**config.mk**
```make
export PLATFORM = sky130hd
export DESIGN_NAME = restoring_divider
export DESIGN_NICKNAME = d
export VERILOG_FILES = /design/src/rtl/div_pkg.sv /design/src/rtl/div_step.sv /design/src/rtl/div_ctrl.sv /design/src/rtl/restoring_divider.sv
export SDC_FILE = /design/constraint.sdc
export NUM_CORES = 1
export LEC_CHECK = 0
export ABC_AREA = 1
export BUFFER_PORTS_ARGS = -buffer_cell sky130_fd_sc_hd__buf_2
export CAP_MARGIN = 5
export CORE_ASPECT_RATIO = 1.1
export CORE_UTILIZATION = 45
export CTS_BUF_LIST = sky130_fd_sc_hd__clkbuf_8 sky130_fd_sc_hd__clkbuf_16
export DETAILED_ROUTE_END_ITERATION = 6
export PLACE_DENSITY = 0.75
export SLEW_MARGIN = 20
export SYNTH_ARGS = -nofsm -noshare
export SYNTH_HDL_FRONTEND = slang
export SYNTH_SLANG_ARGS = --single-unit
```
**constraint.sdc**
```tcl
create_clock -name clk -period 1.85 [get_ports clk]
set_input_delay 0.4625 -clock clk [delete_from_list [all_inputs] [get_ports clk]]
set_output_delay 0.4625 -clock clk [all_outputs]
set_load 0.02 [all_outputs]
```
**src/rtl/div_pkg.sv**
```systemverilog
package div_pkg;

    // Phase of the iteration sequencer.
    typedef enum logic {
        PH_IDLE = 1'b0,
        PH_RUN  = 1'b1
    } div_phase_e;

endpackage

```
**src/rtl/div_step.sv**
```systemverilog
// One restoring iteration: shift the next dividend bit into the partial
// remainder, trial-subtract the divisor and pick the quotient bit from the
// sign of the difference.
module div_step #(
    parameter int W = 32
) (
    input  logic [W-1:0] rem_i,
    input  logic [W-1:0] dvd_i,
    input  logic [W-1:0] quo_i,
    input  logic [W-1:0] dvs_i,
    output logic [W-1:0] rem_o,
    output logic [W-1:0] dvd_o,
    output logic [W-1:0] quo_o
);
    localparam int SW = W + 1;   // shifted remainder width
    localparam int DW = W + 2;   // trial difference width, top bit is sign

    logic [SW-1:0] shifted;
    logic [DW-1:0] trial;
    logic          fits;
    logic          unused_bits;

    always_comb begin
        shifted     = {rem_i, dvd_i[W-1]};
        trial       = {1'b0, shifted} - {2'b00, dvs_i};
        fits        = ~trial[DW-1];
        rem_o       = fits ? trial[W-1:0] : shifted[W-1:0];
        quo_o       = {quo_i[W-2:0], fits};
        dvd_o       = {dvd_i[W-2:0], 1'b0};
        unused_bits = trial[W] ^ shifted[W] ^ quo_i[W-1];
    end

endmodule

```
**src/rtl/div_ctrl.sv**
```systemverilog
// Iteration sequencer: accepts a start while idle, counts W steps, then
// raises the completion pulse for one cycle.
module div_ctrl
    import div_pkg::*;
#(
    parameter int W = 32
) (
    input  logic clk,
    input  logic rst_n,
    input  logic start_i,
    output logic load_o,
    output logic step_o,
    output logic busy_o,
    output logic done_o
);
    localparam int CW = (W > 2) ? $clog2(W) : 1;
    localparam logic [CW-1:0] LAST = CW'(W - 1);

    typedef struct packed {
        div_phase_e    phase;
        logic [CW-1:0] cnt;
        logic          done;
    } ctrl_t;

    ctrl_t ctl_d, ctl_q;

    always_comb begin
        ctl_d      = ctl_q;
        ctl_d.done = 1'b0;
        load_o     = 1'b0;
        step_o     = 1'b0;
        unique case (ctl_q.phase)
            PH_IDLE: begin
                if (start_i) begin
                    load_o      = 1'b1;
                    ctl_d.phase = PH_RUN;
                    ctl_d.cnt   = '0;
                end
            end
            PH_RUN: begin
                step_o = 1'b1;
                if (ctl_q.cnt == LAST) begin
                    ctl_d.phase = PH_IDLE;
                    ctl_d.cnt   = '0;
                    ctl_d.done  = 1'b1;
                end else begin
                    ctl_d.cnt = ctl_q.cnt + 1'b1;
                end
            end
            default: ctl_d.phase = PH_IDLE;
        endcase
    end

    always_ff @(posedge clk or negedge rst_n) begin
        if (!rst_n) begin
            ctl_q <= '{phase: PH_IDLE, cnt: '0, done: 1'b0};
        end else begin
            ctl_q <= ctl_d;
        end
    end

    assign busy_o = (ctl_q.phase == PH_RUN);
    assign done_o = ctl_q.done;

endmodule

```
**src/rtl/restoring_divider.sv**
```systemverilog
// Multi-cycle unsigned restoring divider, one quotient bit per cycle.
module restoring_divider #(
    parameter int W = 32
) (
    input  logic         clk,
    input  logic         rst_n,
    input  logic         start_i,
    input  logic [W-1:0] dividend_i,
    input  logic [W-1:0] divisor_i,
    output logic         busy_o,
    output logic         done_o,
    output logic [W-1:0] quotient_o,
    output logic [W-1:0] remainder_o
);
    typedef struct packed {
        logic [W-1:0] rem;
        logic [W-1:0] dvd;
        logic [W-1:0] quo;
        logic [W-1:0] dvs;
    } dp_t;

    dp_t dp_d, dp_q;

    logic         load;
    logic         step;
    logic [W-1:0] nxt_rem;
    logic [W-1:0] nxt_dvd;
    logic [W-1:0] nxt_quo;

    div_ctrl #(.W(W)) u_ctrl (
        .clk     (clk),
        .rst_n   (rst_n),
        .start_i (start_i),
        .load_o  (load),
        .step_o  (step),
        .busy_o  (busy_o),
        .done_o  (done_o)
    );

    div_step #(.W(W)) u_step (
        .rem_i (dp_q.rem),
        .dvd_i (dp_q.dvd),
        .quo_i (dp_q.quo),
        .dvs_i (dp_q.dvs),
        .rem_o (nxt_rem),
        .dvd_o (nxt_dvd),
        .quo_o (nxt_quo)
    );

    always_comb begin
        dp_d = dp_q;
        if (load) begin
            dp_d.rem = '0;
            dp_d.quo = '0;
            dp_d.dvd = dividend_i;
            dp_d.dvs = divisor_i;
        end else if (step) begin
            dp_d.rem = nxt_rem;
            dp_d.quo = nxt_quo;
            dp_d.dvd = nxt_dvd;
        end
    end

    always_ff @(posedge clk or negedge rst_n) begin
        if (!rst_n) begin
            dp_q <= '0;
        end else begin
            dp_q <= dp_d;
        end
    end

    assign quotient_o  = dp_q.quo;
    assign remainder_o = dp_q.rem;

endmodule

```
==> impl_metrics.tcl, run 1 <==
set metrics [dict create \
    status "finished with violations" \
    violated_checks "setup timing" \
    setup_repair_after_global_routing_missed_its_margin "true" \
    setup_violations 33 \
    post_route_cells_drive_above_1_share_pct 37.3 \
    initial_antenna_violation_count 1 \
    max_freq_mhz 486 \
    finalHoldViolations 0 \
    design.final.nets 1583 \
    grt_pass1_vias 8336 \
    maximum_number_of_pins_on_one_net_before_global_route_repair 53 \
    critical_path_required_ns 2.17 \
    slew_headroom_pct 44.5 \
    cts-root-to-sink-buffers 2 \
    area_growth_from_synthesis_to_final_layout_pct 38.6 \
    routed-via-count 8495 \
    postLayoutSetupSlackWorst_ns -0.209 \
    synth_simple_gate_area_share_pct 30.4 \
    synth_async_sr_flop_share_pct 100 \
    synth_compound_gate_area_share_pct 7.77 \
    clock_pin_slew_on_the_worst_setup_and_hold_paths_ns 0.07 \
    place_hpwl_um 17800 \
    route.detailed.drc 0 \
    synth_top_family_by_area "simple AND/OR/NAND/NOR gates" \
    number_of_top_level_pins 133 \
    whs_ns 0.224 \
    wire_per_inst_um 14.8 \
    die_h_um 149 \
    die_width_um 136 \
    die_area_um2 20200 \
    worst_ep_arrival_time_ns 2.38 \
    netlist-cell-type-count 39 \
    clock_tree_from_tritoncts "yes" \
    worst_pin_slew_ns 0.832 \
    post_route_minimum_period_ns 2.06 \
    critPathLaunchType "flip-flop" \
    post_synthesis_cell_area_um2 8850 \
    ranking_of_synthesized_cells_by_area "dfrtp_1, nand2_1, inv_1, buf_4, ha_1" \
    worst_setup_path_end_kind "flip-flop" \
    drtIter0Drc 514 \
    row_count 53 \
    detail-route-antenna-nets 0 \
    synth.top_cell.area_share_pct 38.2 \
    via_per_inst 4.88 \
    root_buffer "clkbuf_16" \
    worst_skew_pair.late_latency_ns 0.44 \
    synth_edf_count 0 \
    drt_pre_antenna_iters 5 \
    tritoncts.num_buffers 17 \
    yosysWarnings 0 \
    critPathMaxFanout 6 \
    globalRouteTotalUtil_pct 25.6 \
    synth_mux_area_share_pct 0 \
    area_share_of_fa_ha_maj_cells_after_synthesis_pct 5.03 \
    ys_dominant_reg_cell "dfrtp_1" \
    port_buffers 132 \
    synth_area_per_cell_um2 7.08 \
    coreArea_um2 19200 \
    seq_area_frac_synth_pct 38.2 \
    yosys.area.top_type "dfrtp_1" \
    number_of_max_slew_violations_in_the_final_report 0 \
    worstSetupPathType "reg -> reg" \
    initial_core_utilization_pct 46.2 \
    final_min_period_over_clock_period_pct 111 \
    synth_xor_xnor_area_share_pct 1.58 \
    totalWireLength_um 25900 \
    gpl.final_weighted_congestion 0.954 \
    maxCapViolations 0 \
    grt_pass1_wl_um 40200 \
    postSynthRegisterBits 135 \
    largest_clock_skew_in_the_final_design_ns 0.0165 \
    syn_inst 1251 \
    worstHoldPathType "in -> reg" \
    globalRouteOverflowTotal 0 \
    synth_nets 1353 \
    cts_num_sinks 135 \
    htreeDepth 4 \
]
## through the flow
step                      utilization (%)  std cells  TNS [ns]  worst slack, ns  instance area, um^2
after global routing                 64.1       1742     -7.32           -0.257                12300
after global placement               54.9       1676     -5.29           -0.234                10500
after floorplan                         -       1251         0           0.0108                 9000
after CTS                            61.2       1725     -2.95           -0.127                11700
final                                64.1       1742     -4.75           -0.209                12300
after detailed placement             54.9       1676     -6.33           -0.274                10500
## state kept, by name, summed over array words and instances, names as in the netlist
signal / flops
u_ctrl.ctl_q: 5
remainder_o: 32
dp_q: 64
u_ctrl.busy_o: 1
quotient_o: 32
u_ctrl.done_o: 1
## layout make-up
cell class,instances,area [um^2]
repair buffers,312,2210
fillers,1604,6890
clock inverters,14,174
inverters,226,848
multi-input cells,789,4920
flip-flops and latches,135,3380
diodes,1,2.50
clock buffers,18,439
well taps,247,309
## worst max-delay path, cell delays in order (launching register included)
cell and delay, ns:
dfrtp_1 0.42, ha_4 0.31, nand2_2 0.06, nand2_2 0.07
inv_1 0.06, nand2_1 0.06, nand2_1 0.09, nand3_4 0.10
nand2_4 0.07, nand2_4 0.10, nand2_8 0.09, nand2_8 0.14
clkbuf_16 0.17, nand2_2 0.06, nand3_1 0.09, nand2_1 0.07
## cell usage after synthesis (all sizes together), types with 12 or more instances
cell,number
nand2,470
inv,226
dfrtp,135
buf,81
nand3,63
nor2,53
o21ai,38
ha,34
o22ai,32
nand3b,23
clkbuf,22
xnor2,14
a21oi,12
## per-layer routing
layer | vias up | GRT usage (%) | part of all wire, %
li1 | 4256 | - | -
met4 | 0 | 9.16 | 2.4
met2 | 221 | 44.5 | 51
met1 | 3971 | 31.5 | 42
met3 | 47 | 4.55 | 4.4
met5 | - | 0 | 0
## worst paths after layout
path                                     start              end  slack, ns  depth (start not counted)
worst max-delay path            remainder_o[3]  remainder_o[13]      -0.21                         15
worst min-delay path            dividend_i[13]         dp_q[77]       0.22                          3
worst max register to register  remainder_o[3]  remainder_o[13]      -0.21                         15
worst min register to register  quotient_o[31]   quotient_o[31]       0.48                          2
max in group asynchronous                rst_n         dp_q[13]       0.74                          3
min in group asynchronous                rst_n   quotient_o[27]       0.51                          2
## logic make-up after synthesis
kind of cell	Yosys count
and+or+nand+nor	626
buffers and inverters	329
DFF	135
AOI/OAI and AO/OA	110
adders and majority gates	35
xor gates and xnor gates	16
## cells in the final DEF (no fill, tap or decap), types with 3 or more instances in the layout
master and n:
a21oi_1 4, a21oi_2 5, a21oi_4 3, a22oi_1 6, and2_1 4, buf_12 8
buf_2 131, buf_4 161, buf_6 6, clkbuf_16 20, dfrtp_1 134, ha_1 3
ha_4 31, inv_1 191, inv_2 35, inv_6 3, inv_8 6, nand2_1 386
nand2_2 65, nand2_4 17, nand2_8 4, nand3_1 46, nand3_2 15, nand3b_1 23
nand4_1 7, nor2_1 26, nor2_2 15, nor2_4 11, o211ai_1 11, o21ai_0 36
o221ai_1 9, o22ai_1 32, xnor2_1 11
## timing repair
action                                 CTS  global route
gates resized for setup                108            98
endpoints found under the hold margin   36             0
cloned                                   1             5
hold buffers                             1             0
setup endpoints to repair               34            33
pin swaps                               19            37
setup buffers                           15            11
Power of run 1 is not shown: default switching activity piles up to over one toggle a cycle in this logic, so the estimate is an artifact.
==> run 2, diff against run 1 <==
--- a/config.mk
+++ b/config.mk
@@ -13,6 +13,7 @@
 export CTS_BUF_LIST = sky130_fd_sc_hd__clkbuf_8 sky130_fd_sc_hd__clkbuf_16
 export DETAILED_ROUTE_END_ITERATION = 6
 export PLACE_DENSITY = 0.75
+export SKIP_CTS_REPAIR_TIMING = 1
 export SLEW_MARGIN = 20
 export SYNTH_ARGS = -nofsm -noshare
 export SYNTH_HDL_FRONTEND = slang
==> run 2 against run 1 <==
Effect of this change:
- the flow still finishes with violations (setup timing)
- design area fell by 1.9%
- die area did not move
- register-to-register slack improved by 0.02 ns
- non-clock buffer count fell by 9
- sequential cell count did not move
- critical path depth fell by 5
- hold slack improved by 0.0028 ns
- cell count fell by 0.52%
- first-iteration DRC count fell by 6.0%
- utilization fell by 1.2 points
- clock-buffer cell count did not move
- maximum frequency rose by 0.86%
- critical endpoint is now remainder_o[2]
- highest routed layer unchanged
==> impl_metrics.tcl, run 2 (same netlist as run 1, synthesis figures left out) <==
set metrics [dict create \
    tritoncts.num_buffers 17 \
    clock_pin_slew_on_the_worst_setup_and_hold_paths_ns 0.07 \
    slew_headroom_pct 43.8 \
    worstHoldPathType "in -> reg" \
    detail-route-antenna-nets 0 \
    wire_per_inst_um 14.6 \
    htreeDepth 4 \
    port_buffers 132 \
    cts-root-to-sink-buffers 2 \
    grt_pass1_wl_um 38600 \
    use_met2_pct 42.0 \
    die_area_um2 20200 \
    worst_pin_slew_ns 0.842 \
    gpl.final_weighted_congestion 0.954 \
    routed-via-count 8325 \
    post_route_cells_drive_above_1_share_pct 35.5 \
    route.detailed.drc 0 \
    die_h_um 149 \
    number_of_top_level_pins 133 \
    worst_ep_arrival_time_ns 2.36 \
    globalRouteTotalUtil_pct 24.6 \
    mostFrequentLayoutCell "nand2_1" \
    totalWireLength_um 25300 \
    post-place-cells 1676 \
    critPathMaxFanout 13 \
    worstSetupPathType "reg -> reg" \
    post_route_minimum_period_ns 2.04 \
    largest_register_ff_count 64 \
    finalHoldViolations 0 \
    fill_cells 1644 \
    root_buffer "clkbuf_16" \
    largest_clock_skew_in_the_final_design_ns 0.00919 \
    drt_pre_antenna_iters 7 \
    status "finished with violations" \
    initial_core_utilization_pct 46.2 \
    final_min_period_over_clock_period_pct 110 \
    crit_path_max_incr_delay_ns 0.42 \
    setup_violations 33 \
    setup_repair_after_global_routing_missed_its_margin "true" \
    die_width_um 136 \
    globalRouteOverflowTotal 0 \
    worst_skew_pair.late_latency_ns 0.43 \
    largest-register "dp_q" \
    critPathLaunchType "flip-flop" \
    number_of_max_slew_violations_in_the_final_report 0 \
    area_growth_from_synthesis_to_final_layout_pct 36.0 \
    r2r_setup_slack_ns -0.19 \
    cts_num_sinks 135 \
    globalRouteMet3Util_pct 4.45 \
    maximum_number_of_pins_on_one_net_before_global_route_repair 53 \
    grt_pass1_vias 8062 \
    worst_path_most_repeated_cell "nand3_2" \
    critical_path_required_ns 2.17 \
    commonest_cells_after_routing_fill_and_taps_aside "nand2_1, inv_1, buf_4" \
    grt_most_used_layer "met2" \
    worst_setup_path_end_kind "flip-flop" \
    max_freq_mhz 490 \
    via_per_inst 4.80 \
    place_hpwl_um 17800 \
    maxCapViolations 0 \
    path_cells "ha_4, a21oi_2, inv_1, o21ai_1, nand3_2, nor2_8, buf_8, nand3b_1, nand3_2, nand2_2" \
    cpMaxStageDelayCell "dfrtp_1" \
    design.final.nets 1574 \
    row_count 53 \
    violated_checks "setup timing" \
    coreArea_um2 19200 \
    initial_antenna_violation_count 1 \
    clock_tree_from_tritoncts "yes" \
    met1_grt_util_pct 30.8 \
    postLayoutSetupSlackWorst_ns -0.192 \
    drtIter0Drc 483 \
    final-instance-count-excl-fill 1733 \
]
==> run 2: layout make-up <==
class                      instances  area (um^2)  area share [%]
tap                              247          309            2.57
inverter                         226          848            7.04
clock buffer                      18          439            3.65
antenna                            1         2.50          0.0208
clock inverter                    14          174            1.44
sequential                       135         3380            28.1
timing repair buffer             303         2110            17.6
multi-input combinational        789         4780            39.7
==> run 2: through the flow <==
stage | hold slack [ns] | setup WS (ns) | instance area, um^2 | TNS, ns | utilization, %
after floorplan | 0.167 | 0.0108 | 9000 | 0 | -
after global placement | 0.398 | -0.234 | 10500 | -5.29 | 54.9
final | 0.227 | -0.192 | 12000 | -5.07 | 62.9
after CTS | -0.0643 | -0.301 | 11100 | -7.34 | 58.1
after global routing | 0.228 | -0.272 | 12000 | -8.05 | 62.9
after detailed placement | 0.400 | -0.274 | 10500 | -6.33 | 54.9
==> run 2: routing by layer <==
layer | wire, um | vias up
met3 | 1120 | 44
met4 | 582 | 0
met5 | 0 | -
li1 | - | 4232
met1 | 10900 | 3857
met2 | 12700 | 192
==> run 2: path summary, 6_finish.rpt <==
check / from / end / cells after the start
max: remainder_o[27] / remainder_o[2] / 10
min: dividend_i[13] / dp_q[77] / 3
max reg2reg: remainder_o[27] / remainder_o[2] / 10
min reg2reg: quotient_o[31] / quotient_o[31] / 2
max in group asynchronous: rst_n / remainder_o[16] / 3
min in group asynchronous: rst_n / quotient_o[27] / 2
==> run 2: critical path: cells and delay by family, from the launching register on <==
family,cells,cell delay [ns]
buf+inv,2,0.27
fa+ha+maj,1,0.27
compound gates,2,0.31
flops,1,0.42
simple gates,5,0.64
Power of run 2 is left out for the same reason.
==> run 3, diff against run 2 <==
--- a/config.mk
+++ b/config.mk
@@ -14,6 +14,7 @@
 export DETAILED_ROUTE_END_ITERATION = 6
 export PLACE_DENSITY = 0.75
 export SKIP_CTS_REPAIR_TIMING = 1
+export SKIP_LAST_GASP = 1
 export SLEW_MARGIN = 20
 export SYNTH_ARGS = -nofsm -noshare
 export SYNTH_HDL_FRONTEND = slang
==> constraint.sdc (replaced) <==
create_clock -name clk -period 1.6 [get_ports clk]
set_input_delay 0.4 -clock clk [delete_from_list [all_inputs] [get_ports clk]]
set_output_delay 0.4 -clock clk [all_outputs]
set_load 0.02 [all_outputs]
==> run 3 against run 2 <==
Effect of this change:
- the flow still finishes with violations (setup timing)
- first-iteration DRC count increased by 0.41%
- utilization increased by 1.1 points
- non-clock buffer count increased by 15
- cell count is 0.81% higher
- die area is the same
- global-route usage barely moved
- routed wire length grew 0.90%
==> impl_metrics.tcl, run 3 (same netlist as run 1, synthesis figures left out) <==
set metrics [dict create \
    gpl.final_weighted_congestion 0.903 \
    die_area_um2 20200 \
    worst_ep_arrival_time_ns 2.35 \
    number_of_top_level_pins 133 \
    initial_core_utilization_pct 46.2 \
    post-route-util_pct 64.0 \
    largest_clock_skew_in_the_final_design_ns 0.00784 \
    coreArea_um2 19200 \
    initial_antenna_violation_count 0 \
    grt_pass1_wl_um 39100 \
    clock_tree_from_tritoncts "yes" \
    wire_per_inst_um 14.6 \
    setup_repair_after_global_routing_missed_its_margin "true" \
    slew_headroom_pct 74.2 \
    commonest_cells_after_routing_fill_and_taps_aside "nand2_1, inv_1, buf_4" \
    route.detailed.drc 0 \
    max_freq_mhz 490 \
    min_path_cells 3 \
    critical_path_required_ns 1.92 \
    largest-register "dp_q" \
    maxCapViolations 0 \
    grt_pass1_vias 8192 \
    tritoncts.num_buffers 17 \
    row_count 53 \
    port_buffers 132 \
    number_of_max_slew_violations_in_the_final_report 0 \
    place_hpwl_um 17800 \
    worst_skew_pair.late_latency_ns 0.43 \
    globalRouteOverflowTotal 0 \
    violated_checks "setup timing" \
    final_min_period_over_clock_period_pct 127 \
    cts_num_sinks 135 \
    crit_path_max_incr_delay_ns 0.41 \
    status "finished with violations" \
    via_per_inst 4.92 \
    totalWireLength_um 25600 \
    worstHoldPathType "in -> reg" \
    worstSetupPathType "reg -> reg" \
    path_cells "ha_4, nand2_2, buf_6, nor2_4, nand2_4, nor2_4, nand2_8, nand2_8, buf_4, nand3_1, nand2_1, nand2_1" \
    maximum_number_of_pins_on_one_net_before_global_route_repair 69 \
    root_buffer "clkbuf_16" \
    postLayoutSetupSlackWorst_ns -0.439 \
    globalRouteTotalUtil_pct 24.6 \
    drtIter0Drc 485 \
    area_growth_from_synthesis_to_final_layout_pct 38.5 \
    routed-via-count 8589 \
    htreeDepth 4 \
    cpMaxStageDelayCell "dfrtp_1" \
    clock_pin_slew_on_the_worst_setup_and_hold_paths_ns 0.06 \
    die_width_um 136 \
    worst_setup_path_end_kind "flip-flop" \
    worst_pin_slew_ns 0.386 \
    detail-route-antenna-nets 0 \
    setup_violations 38 \
    worst_r2r_path_depth 12 \
    largest_register_ff_count 64 \
    drt_pre_antenna_iters 5 \
    critPathMaxFanout 8 \
    design.final.nets 1589 \
    finalHoldViolations 0 \
    cts-root-to-sink-buffers 2 \
    post_route_cells_drive_above_1_share_pct 36.8 \
    mostFrequentLayoutCell "nand2_1" \
    antenna_cells_inserted 0 \
    post_route_minimum_period_ns 2.04 \
    die_h_um 149 \
    critPathLaunchType "flip-flop" \
]
-- run 3: cell count changes in the layout (fill, tap and decap cells not counted), sizes merged --
cell	previous run	this run
buf	299	314
clkbuf	21	20
clkinvlp	0	1
diode	1	0
-- run 3: routing by layer --
metal  up-vias  share of wire (%)  global-route usage (%)  wire, um
met5         -                  0                       0         0
met4         0                2.3                    8.26       594
met3        46                4.4                    4.49      1130
met2       231                 50                    42.5     12900
met1      4044                 43                    30.6     11000
li1       4268                  -                       -         -
-- run 3: area by class of cell --
class / instances / area [um^2]
Clock buffer: 17 / 425
Clock inverter: 15 / 178
Fill cell: 1604 / 6900
Inverter: 226 / 848
Multi-Input combinational cell: 789 / 4830
Sequential cell: 135 / 3380
Tap cell: 247 / 309
Timing Repair Buffer: 318 / 2290
-- run 3: worst max-delay path, delay by kind of cell (launching register included) --
kind	cells	cell delay (ns)
AND/OR/NAND/NOR	9	0.96
flip-flops	1	0.41
adder cells (fa/ha/maj)	1	0.30
buffers and inverters	2	0.26
-- run 3: stage by stage --
stage	hold slack (ns)	std cells	setup WS [ns]	setup TNS [ns]	cell area (um^2)
after floorplan	0.104	1251	-0.193	-5.75	9210
after global placement	0.331	1681	-0.450	-13.18	10800
after detailed placement	0.339	1681	-0.502	-13.72	10800
after CTS	-0.134	1713	-0.513	-14.51	11400
after global routing	0.167	1747	-0.540	-17.28	12300
final	0.167	1747	-0.439	-13.53	12300
-- run 3: worst paths after layout --
kind                                  from               to  slack (ns)
max reg2reg                remainder_o[25]  remainder_o[30]       -0.44
min reg2reg                       dp_q[64]         dp_q[64]        0.49
max                        remainder_o[25]  remainder_o[30]       -0.44
max in group asynchronous            rst_n    u_ctrl.busy_o        0.64
min in group asynchronous            rst_n   quotient_o[26]        0.44
min                          dividend_i[0]         dp_q[64]        0.17
Power of run 3 is left out for the same reason.
